`config.mk`:
```
export PLATFORM = sky130hd
export DESIGN_NAME = ccmd_engine
export DESIGN_NICKNAME = d
export VERILOG_FILES = /design/src/rtl/ccmd_pkg.sv /design/src/rtl/ccmd_timer.sv /design/src/rtl/ccmd_fsm.sv /design/src/rtl/ccmd_judge.sv /design/src/rtl/ccmd_engine.sv
export SDC_FILE = /design/constraint.sdc
export NUM_CORES = 1
export LEC_CHECK = 0
export ABC_AREA = 1
export BUFFER_PORTS_ARGS = -buffer_cell sky130_fd_sc_hd__buf_2
export CAP_MARGIN = 20
export CORE_AREA = 2 2 192 156
export CTS_BUF_LIST = sky130_fd_sc_hd__clkbuf_2
export DETAILED_ROUTE_END_ITERATION = 6
export DIE_AREA = 0 0 194 158
export PLACE_DENSITY = 0.69
export SLEW_MARGIN = 0
export SYNTH_ARGS = -nofsm -noshare
export SYNTH_HDL_FRONTEND = slang
export SYNTH_SLANG_ARGS = --single-unit
```
`constraint.sdc`:
```
create_clock -name clk -period 5.1 [get_ports clk]
set_input_delay 1.02 -clock clk [delete_from_list [all_inputs] [get_ports clk]]
set_output_delay 1.02 -clock clk [all_outputs]
set_load 0.05 [all_outputs]
```
`src/rtl/ccmd_pkg.sv`:
```
package ccmd_pkg;
    localparam int CMD_W  = 11;
    localparam int IDX_W  = 6;
    localparam int B_RESP = 6;
    localparam int B_LONG = 7;
    localparam int B_IRQ  = 8;
    localparam int B_PEND = 9;
    localparam int B_EN   = 10;

    typedef enum logic [1:0] {
        ST_IDLE   = 2'd0,
        ST_WAIT   = 2'd1,
        ST_FINISH = 2'd2
    } ccmd_state_e;

    typedef enum logic [1:0] {
        OUT_NONE = 2'd0,
        OUT_RESP = 2'd1,
        OUT_SENT = 2'd2,
        OUT_TMO  = 2'd3
    } ccmd_outcome_e;
endpackage

```
`src/rtl/ccmd_timer.sv`:
```
module ccmd_timer #(
    parameter int TMO_W = 8
) (
    input  logic             clk,
    input  logic             rst_n,
    input  logic             run_i,
    input  logic [TMO_W-1:0] limit_i,
    output logic             expire_o
);
    logic [TMO_W-1:0] cnt_q;
    logic [TMO_W:0]   cnt_next;

    assign cnt_next = {1'b0, cnt_q} + {{TMO_W{1'b0}}, 1'b1};

    always_ff @(posedge clk or negedge rst_n) begin
        if (!rst_n) begin
            cnt_q <= '0;
        end else if (run_i) begin
            cnt_q <= cnt_next[TMO_W-1:0];
        end else begin
            cnt_q <= '0;
        end
    end

    // a zero limit behaves as a limit of one cycle
    assign expire_o = run_i && (cnt_next >= {1'b0, limit_i});
endmodule

```
`src/rtl/ccmd_fsm.sv`:
```
module ccmd_fsm
    import ccmd_pkg::*;
(
    input  logic        clk,
    input  logic        rst_n,
    input  logic        issue_i,
    input  logic        ack_i,
    input  logic        expire_i,
    output ccmd_state_e state_o,
    output logic        req_o,
    output logic        busy_o,
    output logic        capture_o,
    output logic        lapse_o,
    output logic        finish_o
);
    ccmd_state_e state_q, state_d;

    always_ff @(posedge clk or negedge rst_n) begin
        if (!rst_n) begin
            state_q <= ST_IDLE;
        end else begin
            state_q <= state_d;
        end
    end

    always_comb begin
        state_d = state_q;
        unique case (state_q)
            ST_IDLE:   if (issue_i) state_d = ST_WAIT;
            ST_WAIT:   if (ack_i || expire_i) state_d = ST_FINISH;
            ST_FINISH: state_d = ST_IDLE;
            default:   state_d = ST_IDLE;
        endcase
    end

    always_comb begin
        req_o     = 1'b0;
        busy_o    = 1'b0;
        capture_o = 1'b0;
        lapse_o   = 1'b0;
        finish_o  = 1'b0;
        unique case (state_q)
            ST_IDLE: ;
            ST_WAIT: begin
                req_o     = 1'b1;
                busy_o    = 1'b1;
                capture_o = ack_i;
                lapse_o   = !ack_i && expire_i;
            end
            ST_FINISH: begin
                busy_o   = 1'b1;
                finish_o = 1'b1;
            end
            default: ;
        endcase
    end

    assign state_o = state_q;
endmodule

```
`src/rtl/ccmd_judge.sv`:
```
module ccmd_judge
    import ccmd_pkg::*;
#(
    parameter int WORD_W = 32,
    parameter int NWORDS = 4,
    parameter int LEN_W  = 5
) (
    input  logic                     want_resp_i,
    input  logic                     want_long_i,
    input  logic                     acked_i,
    input  logic [LEN_W-1:0]         len_i,
    input  logic [NWORDS*WORD_W-1:0] data_i,
    output ccmd_outcome_e            outcome_o,
    output logic                     load_o,
    output logic [NWORDS*WORD_W-1:0] words_o
);
    localparam int BPW        = WORD_W / 8;
    localparam int SHORT_LEN  = BPW;
    localparam int LONG_LEN   = NWORDS * BPW;

    logic len_short, len_long;
    logic [NWORDS-1:0][WORD_W-1:0] raw;

    assign len_short = (len_i == LEN_W'(SHORT_LEN));
    assign len_long  = (len_i == LEN_W'(LONG_LEN));

    for (genvar w = 0; w < NWORDS; w++) begin : g_word
        for (genvar b = 0; b < BPW; b++) begin : g_byte
            assign raw[w][WORD_W-1-8*b -: 8] = data_i[8*(BPW*w+b) +: 8];
        end
        if (w == 0) begin : g_first
            assign words_o[w*WORD_W +: WORD_W] = raw[w];
        end else if (w == NWORDS-1) begin : g_last
            assign words_o[w*WORD_W +: WORD_W] =
                len_long ? {raw[w][WORD_W-1:1], 1'b0} : '0;
        end else begin : g_mid
            assign words_o[w*WORD_W +: WORD_W] = len_long ? raw[w] : '0;
        end
    end

    always_comb begin
        outcome_o = OUT_NONE;
        load_o    = 1'b0;
        if (!acked_i) begin
            outcome_o = want_resp_i ? OUT_TMO : OUT_SENT;
        end else if (!want_resp_i) begin
            outcome_o = OUT_SENT;
        end else if (len_long || (len_short && !want_long_i)) begin
            outcome_o = OUT_RESP;
            load_o    = 1'b1;
        end else begin
            outcome_o = OUT_TMO;
        end
    end
endmodule

```
`src/rtl/ccmd_engine.sv`:
```
module ccmd_engine
    import ccmd_pkg::*;
#(
    parameter int ARG_W  = 32,
    parameter int WORD_W = 32,
    parameter int NWORDS = 4,
    parameter int LEN_W  = 5,
    parameter int TMO_W  = 8
) (
    input  logic                     clk,
    input  logic                     rst_n,
    input  logic                     cmd_wr_i,
    input  logic [CMD_W-1:0]         cmd_wdata_i,
    input  logic [ARG_W-1:0]         cmd_arg_i,
    input  logic [TMO_W-1:0]         tmo_limit_i,
    output logic                     card_req_o,
    output logic [IDX_W-1:0]         card_index_o,
    output logic [ARG_W-1:0]         card_arg_o,
    input  logic                     card_ack_i,
    input  logic [LEN_W-1:0]         card_len_i,
    input  logic [NWORDS*WORD_W-1:0] card_data_i,
    output logic [CMD_W-1:0]         cmd_word_o,
    output logic                     busy_o,
    output logic [NWORDS*WORD_W-1:0] resp_o,
    output logic                     resp_done_o,
    output logic                     sent_o,
    output logic                     timeout_o
);
    localparam int RESP_W = NWORDS * WORD_W;

    logic [CMD_W-1:0]  cmd_q;
    logic [ARG_W-1:0]  arg_q;
    logic [LEN_W-1:0]  cap_len_q;
    logic [RESP_W-1:0] cap_data_q;
    logic              cap_acked_q;
    logic [RESP_W-1:0] resp_q;
    logic              f_resp_q, f_sent_q, f_tmo_q;

    logic          accept, issue, expire;
    logic          req, busy, capture, lapse, finish;
    ccmd_state_e   state;
    ccmd_outcome_e outcome;
    logic          load;
    logic [RESP_W-1:0] words;

    assign accept = cmd_wr_i && !busy;
    assign issue  = accept && cmd_wdata_i[B_EN];

    ccmd_fsm u_fsm (
        .clk       (clk),
        .rst_n     (rst_n),
        .issue_i   (issue),
        .ack_i     (card_ack_i),
        .expire_i  (expire),
        .state_o   (state),
        .req_o     (req),
        .busy_o    (busy),
        .capture_o (capture),
        .lapse_o   (lapse),
        .finish_o  (finish)
    );

    ccmd_timer #(.TMO_W(TMO_W)) u_timer (
        .clk      (clk),
        .rst_n    (rst_n),
        .run_i    (state == ST_WAIT),
        .limit_i  (tmo_limit_i),
        .expire_o (expire)
    );

    ccmd_judge #(.WORD_W(WORD_W), .NWORDS(NWORDS), .LEN_W(LEN_W)) u_judge (
        .want_resp_i (cmd_q[B_RESP]),
        .want_long_i (cmd_q[B_LONG]),
        .acked_i     (cap_acked_q),
        .len_i       (cap_len_q),
        .data_i      (cap_data_q),
        .outcome_o   (outcome),
        .load_o      (load),
        .words_o     (words)
    );

    // command word and argument
    always_ff @(posedge clk or negedge rst_n) begin
        if (!rst_n) begin
            cmd_q <= '0;
            arg_q <= '0;
        end else if (accept) begin
            cmd_q <= cmd_wdata_i;
            arg_q <= cmd_arg_i;
        end else if (finish) begin
            cmd_q[B_EN] <= 1'b0;
        end
    end

    // reply capture
    always_ff @(posedge clk or negedge rst_n) begin
        if (!rst_n) begin
            cap_len_q   <= '0;
            cap_data_q  <= '0;
            cap_acked_q <= 1'b0;
        end else if (capture) begin
            cap_len_q   <= card_len_i;
            cap_data_q  <= card_data_i;
            cap_acked_q <= 1'b1;
        end else if (lapse) begin
            cap_acked_q <= 1'b0;
        end
    end

    // response words and completion flags
    always_ff @(posedge clk or negedge rst_n) begin
        if (!rst_n) begin
            resp_q   <= '0;
            f_resp_q <= 1'b0;
            f_sent_q <= 1'b0;
            f_tmo_q  <= 1'b0;
        end else if (issue) begin
            f_resp_q <= 1'b0;
            f_sent_q <= 1'b0;
            f_tmo_q  <= 1'b0;
        end else if (finish) begin
            if (load) resp_q <= words;
            f_resp_q <= (outcome == OUT_RESP);
            f_sent_q <= (outcome == OUT_SENT);
            f_tmo_q  <= (outcome == OUT_TMO);
        end
    end

    assign card_req_o   = req;
    assign card_index_o = cmd_q[IDX_W-1:0];
    assign card_arg_o   = arg_q;
    assign cmd_word_o   = cmd_q;
    assign busy_o       = busy;
    assign resp_o       = resp_q;
    assign resp_done_o  = f_resp_q;
    assign sent_o       = f_sent_q;
    assign timeout_o    = f_tmo_q;
endmodule

```
* After elaboration in Yosys (flattened, before gate mapping) *
Index checks and enable logic that the tools add are counted.
Widths: inputs -> output; s select.

storage, ports and cells
  register bits = 318
  bits of input ports = 188
  output and inout bits = 182
  logic and storage cells = 70

operators by class
  add/subtract/negate cells = 1
  magnitude comparators = 1
  equal/unequal tests = 9
  muxes and demuxes = 29
  bitwise gates (word level) = 1
  reductions and logical operators = 17

operators by type and width
  cell                 number
  $mux 32              3
  $mux 1               19
  $mux 2               5
  $add 8x1->9 const B  1
  $ge 9x8->1           1
  $mux 8               1
  $eq 2x2->1 const B   3
  $reduce_bool 2->1    3
  $eq 5x3->1 const B   1
  $eq 5x5->1 const B   1
  $logic_and 1x1->1    5
  $eq 2x1->1 const B   2
  $ne 2x2->1 const B   2
  $pmux 2 s2           1
  $logic_not 1->1      3
  $reduce_and 3->1     1
  $logic_not 2->1      1
  $logic_or 1x1->1     2
  $reduce_and 2->1     1
  $reduce_or 2->1      1
  $not 1->1            1

* Depth between registers and ports, before layout *
  depth after elaboration = 9
  mapped depth = 19
  gate-level depth less buffers = 19

* By module *
From an unflattened synthesis, not the netlist that was laid out.

unflattened totals
  cell total of the unflattened synthesis = 1697
  area total of the unflattened synthesis = 14176.1 um^2

by module, submodules not included
  module       times used  cells each  area each (um^2)  seq. area each (um^2)
  ccmd_engine  1           1348        12105.4           7707.4
  ccmd_judge   1           249         1295.0            0.0
  ccmd_timer   1           77          601.8             200.2
  ccmd_fsm     1           23          173.9             50.0

* Least setup slack after synthesis *
OpenSTA, ideal clock, no wires.

  kind = input-to-reg
  from = input port tmo_limit_i[4]
  to = register u_fsm.state_q[1] (netlist: u_fsm.state_o[1])
  setup time = 0.119 ns
  arrival time = 1.958 ns
  data required time = 4.981 ns
  slack = 3.023 ns
  stages = 13
  buffers on the path = 0
  cell sequence = inv_1 ha_1 nand2_1 nor2_1 nand2_1 nand3_1 nand2_1 nand2_1 nand2_1 nand3_1 nand2_1 nand2_1 nand2_1

between the ends
  word-level cells in the longest chain between the ends = 5

ends and longest elaborated chain
  item                               line               RTL
  start, declared                    ccmd_engine.sv:15  input logic [TMO_W-1:0] tmo_limit_i,
  $ge 9x8->1                         ccmd_timer.sv:26   assign expire_o = run_i && (cnt_next >= {1'b0, limit_i});
  $logic_and 1x1->1                  ccmd_timer.sv:26
  $logic_or 1x1->1                   ccmd_fsm.sv:30     ST_WAIT: if (ack_i || expire_i) state_d = ST_FINISH;
  $ne 2x2->1 (no source line)        -
  $reduce_and 2->1 (no source line)  -
  end signal, assigned               ccmd_fsm.sv:22     state_q <= state_d;
  end, declared                      ccmd_fsm.sv:16     ccmd_state_e state_q, state_d;

Every way passes these cells.
A chain may end at the register's enable or synchronous reset.

* Worst setup path in the final report *
  from = register u_fsm.state_q[1] (netlist: u_fsm.state_o[1])
  to = output port card_req_o

between the ends
  word-level cells in the longest chain between the ends = 2

ends and longest elaborated chain
  item           line               RTL
  $eq 2x1->1     ccmd_fsm.sv:42     unique case (state_q)
  $mux 1         ccmd_fsm.sv:42
  end, declared  ccmd_engine.sv:16  output logic card_req_o,

Every way passes these cells.

==> results.sh <==
export IMPL_yosysMostFrequentCell="nand2_1"
export IMPL_port_buffers=367
export IMPL_p_clk_share_pct=20.7
export IMPL_synth_common_cells="nand2_1 (383), dfrtp_1 (316), o21ai_1 (111), mux2_2 (98), inv_1 (66)"
export IMPL_crit_type="reg -> out"
export IMPL_total_power_mw=7.75
export IMPL_clock_skew_ns=0.0515
export IMPL_grt_setup_unrepaired="false"
export IMPL_power_frac_seq_pct=46.3
export IMPL_regArea_mm2=0.00791
export IMPL_async_flop_share_pct=100
export IMPL_gr_usage_all_layers_pct=18.5
export IMPL_multi_input_area_mm2=0.00392
export IMPL_cts_tree="done"
export IMPL_yosys_warnings=0
export IMPL_max_slew_margin_rel_pct=42.9
export IMPL_wl_um=28600
export IMPL_synth_area_leaders="dfrtp_1 (63%), nand2_1 (11%), mux2_2 (8.8%)"
export IMPL_grt_start_max_net_pins=104
export IMPL_power_density_mw_per_mm2=509
export IMPL_status="completed"
export IMPL_cp_depth=3
export IMPL_place_gp_congestion=0.767
export IMPL_cts_root_buf="clkbuf_2"
export IMPL_vdd_ir_drop_worst_mv=0.460
export IMPL_min_period_ns=3.00
export IMPL_reg2reg_depth=8
export IMPL_layout_nets=1771
export IMPL_worstMarginPinSlew_ns=0.856
export IMPL_fin_crit_sh_pct=58.8
export IMPL_critPathCapture="card_req_o"
export IMPL_synth_nets=1385
export IMPL_die_x_um=194
export IMPL_path_cells="inv_1 > ha_1 > buf_2"
export IMPL_grt_pass1_wl_um=45600
export IMPL_ioPinCount=370
export IMPL_clock_latency_ns=0.86
export IMPL_dr_pass1_iters=4
export IMPL_gr_total_overflow=0
export IMPL_r2r_start="u_fsm.state_o[0]"
export IMPL_fp_dieH_um=158
export IMPL_critical_path_arrival_ns=1.98
export IMPL_maxSlewViolCount=0
export IMPL_post_dp_hpwl_um=19400
export IMPL_swShare_pct=39.3
export IMPL_cp_start_kind="flop"
export IMPL_cts_htree_levels=3
export IMPL_cpPeakStageDelay_ns=0.41
export IMPL_drive_above_1_share_pct=37.6
export IMPL_cts_sinks=316
export IMPL_cp_end_kind="output port"
export IMPL_synth_area_per_cell_um2=10.6
export IMPL_synthCells=1185
export IMPL_clock_path_buffers=3
export IMPL_clock_fmax_mhz=334
export IMPL_r2r_end="resp_o[15]"
export IMPL_cap_violations=0
export IMPL_yosysUniqueCellTypes=24
export IMPL_power_frac_comb_pct=32.9
export IMPL_ys_seq_area_share_pct=63.2
export IMPL_n_fill_cell=2608
export IMPL_p_sw_mw=3.05
export IMPL_design_core_area_mm2=0.0289
export IMPL_clk_pin_slew_ns=0.09
export IMPL_finalHoldViolCount=0
export IMPL_vias=9264
export IMPL_synth_top_area_share_pct=63.2
export IMPL_p_leak_nw=8.12
export IMPL_path_buf_inv=2
export IMPL_synth_area_mm2=0.0125
export IMPL_setup_tns_ns=0
export IMPL_syn_to_final_growth_pct=21.6
export IMPL_drc=0
export IMPL_ys_ff_latch=316
export IMPL_cts_setup_buffers=0
export IMPL_grt_pass1_vias=9083
export IMPL_cts_resized=0
export IMPL_antenna_left=0
export IMPL_required_ns=4.08
export IMPL_cts_buffers=79
export IMPL_synth_flop_cell="dfrtp_1"
export IMPL_path_max_fanout=6
export IMPL_die_area_mm2=0.0307
export IMPL_reg2reg_slack_ns=2.52
export IMPL_rows=56
export IMPL_vias_per_cell=4.62
export IMPL_antenna_found_initial=6
export IMPL_finalSetupViolCount=0
export IMPL_wl_per_cell_um=14.3
export IMPL_internal_power_mw=4.70
export IMPL_initial_core_util_pct=43.4
export IMPL_startpoint="u_fsm.state_o[1]"
export IMPL_crit_slowest_cell="dfrtp_1"
export IMPL_min_path_type="in -> async"
export IMPL_crit_family="buffers and inverters"
export IMPL_yosysTopAreaCell="dfrtp_1"
export IMPL_synth_edf_count=0
export IMPL_drt_iter0_drc=464
export IMPL_ctsHoldBuffers=0
stage by stage:
stage	cells	cell area [µm²]	hold slack, ns	util, %	worst slack [ns]
4_1_cts	1999	15200	0.157	52.7	1.98
3_3_place_gp	1866	14500	0.449	50.3	2.34
3_5_place_dp	1867	14500	0.453	50.4	2.39
5_1_grt	2004	15200	0.147	52.7	1.90
6_report	2006	15200	0.191	52.7	2.10
2_1_floorplan	1185	12500	0.442	-	3.02
metal layers:
| metal | wire (µm) | vias to the layer above | GRT usage (%) |
|---|---|---|---|
| met2 | 13200 | 288 | 28.4 |
| met4 | 577 | 4 | 7.65 |
| met3 | 2570 | 54 | 7.63 |
| li1 | - | 4591 | - |
| met5 | 20 | - | 0 |
| met1 | 12300 | 4327 | 23.2 |
kinds of logic after synthesis:
group / Yosys count / share of synthesized area, %
xor gates and xnor gates: 2 / 0.140
and+or+nand+nor: 445 / 13.6
other: 1 / 0.0300
adders and majority gates: 12 / 1.20
AOI/OAI and AO/OA: 171 / 7.31
muxes: 98 / 8.82
DFF: 316 / 63.2
buffers and inverters: 140 / 5.78
worst reg2reg max path: stages (launching register included):
cell and delay [ns]:
dfrtp_1 0.39, inv_1 0.09, ha_1 0.26, nand3_1 0.10
nor2_1 0.10, nand2_8 0.44, buf_4 0.79, nand2_1 0.20
o21ai_2 0.11
state kept, by name, summed over array words and instances (netlist names):
signal,cells
cap_data_q,127
sent_o,1
resp_o,127
cap_acked_q,1
cmd_word_o,11
u_fsm.state_o,2
card_arg_o,32
resp_done_o,1
u_timer.cnt_q,8
timeout_o,1
cap_len_q,5
worst min path at each step:
stage / startpoint / endpoint / slack (ns) / depth (start not counted)
after global placement: card_arg_o[2] / card_arg_o[2] / 0.45 / 2
after CTS: rst_n / card_arg_o[13] / 0.16 / 1
final: rst_n / card_arg_o[15] / 0.19 / 1
after floorplan: cap_acked_q / cap_acked_q / 0.44 / 2
after detailed placement: card_arg_o[23] / card_arg_o[23] / 0.45 / 2
after global routing: rst_n / card_arg_o[10] / 0.15 / 1
final cells by class:
| class | instances | share of cell area, % |
|---|---|---|
| diodes | 7 | 0.115 |
| clock inverters | 21 | 0.740 |
| flip-flops and latches | 316 | 51.9 |
| clock buffers | 111 | 3.65 |
| inverters | 66 | 1.63 |
| well taps | 377 | 3.10 |
| multi-input cells | 729 | 25.7 |
| repair buffers | 379 | 13.1 |
layout by cell type, fill, tap and decap left out, drive strengths merged:
master,instances
clkinvlp,1
o21bai,1
a31oi,1
nand3,7
buf,379
diode,7
o2111a,1
nand2,384
inv,66
dfrtp,316
a21oi,37
nor3,3
clkbuf,111
clkinv,19
o21ai,131
bufinv,1
nor2,51
xor2,2
ha,12
conb,1
mux2,98
power by group through the flow:
stage	logic [mW]	clock network (mW)	registers, mW
after floorplan	1.24	0	4.34
after global placement	2.51	0	3.61
after detailed placement	2.58	0	3.65
after CTS	2.59	1.68	3.60
after global routing	2.77	1.81	3.69
final	2.55	1.61	3.59
Note: power is estimated with default switching activity, not from simulation.
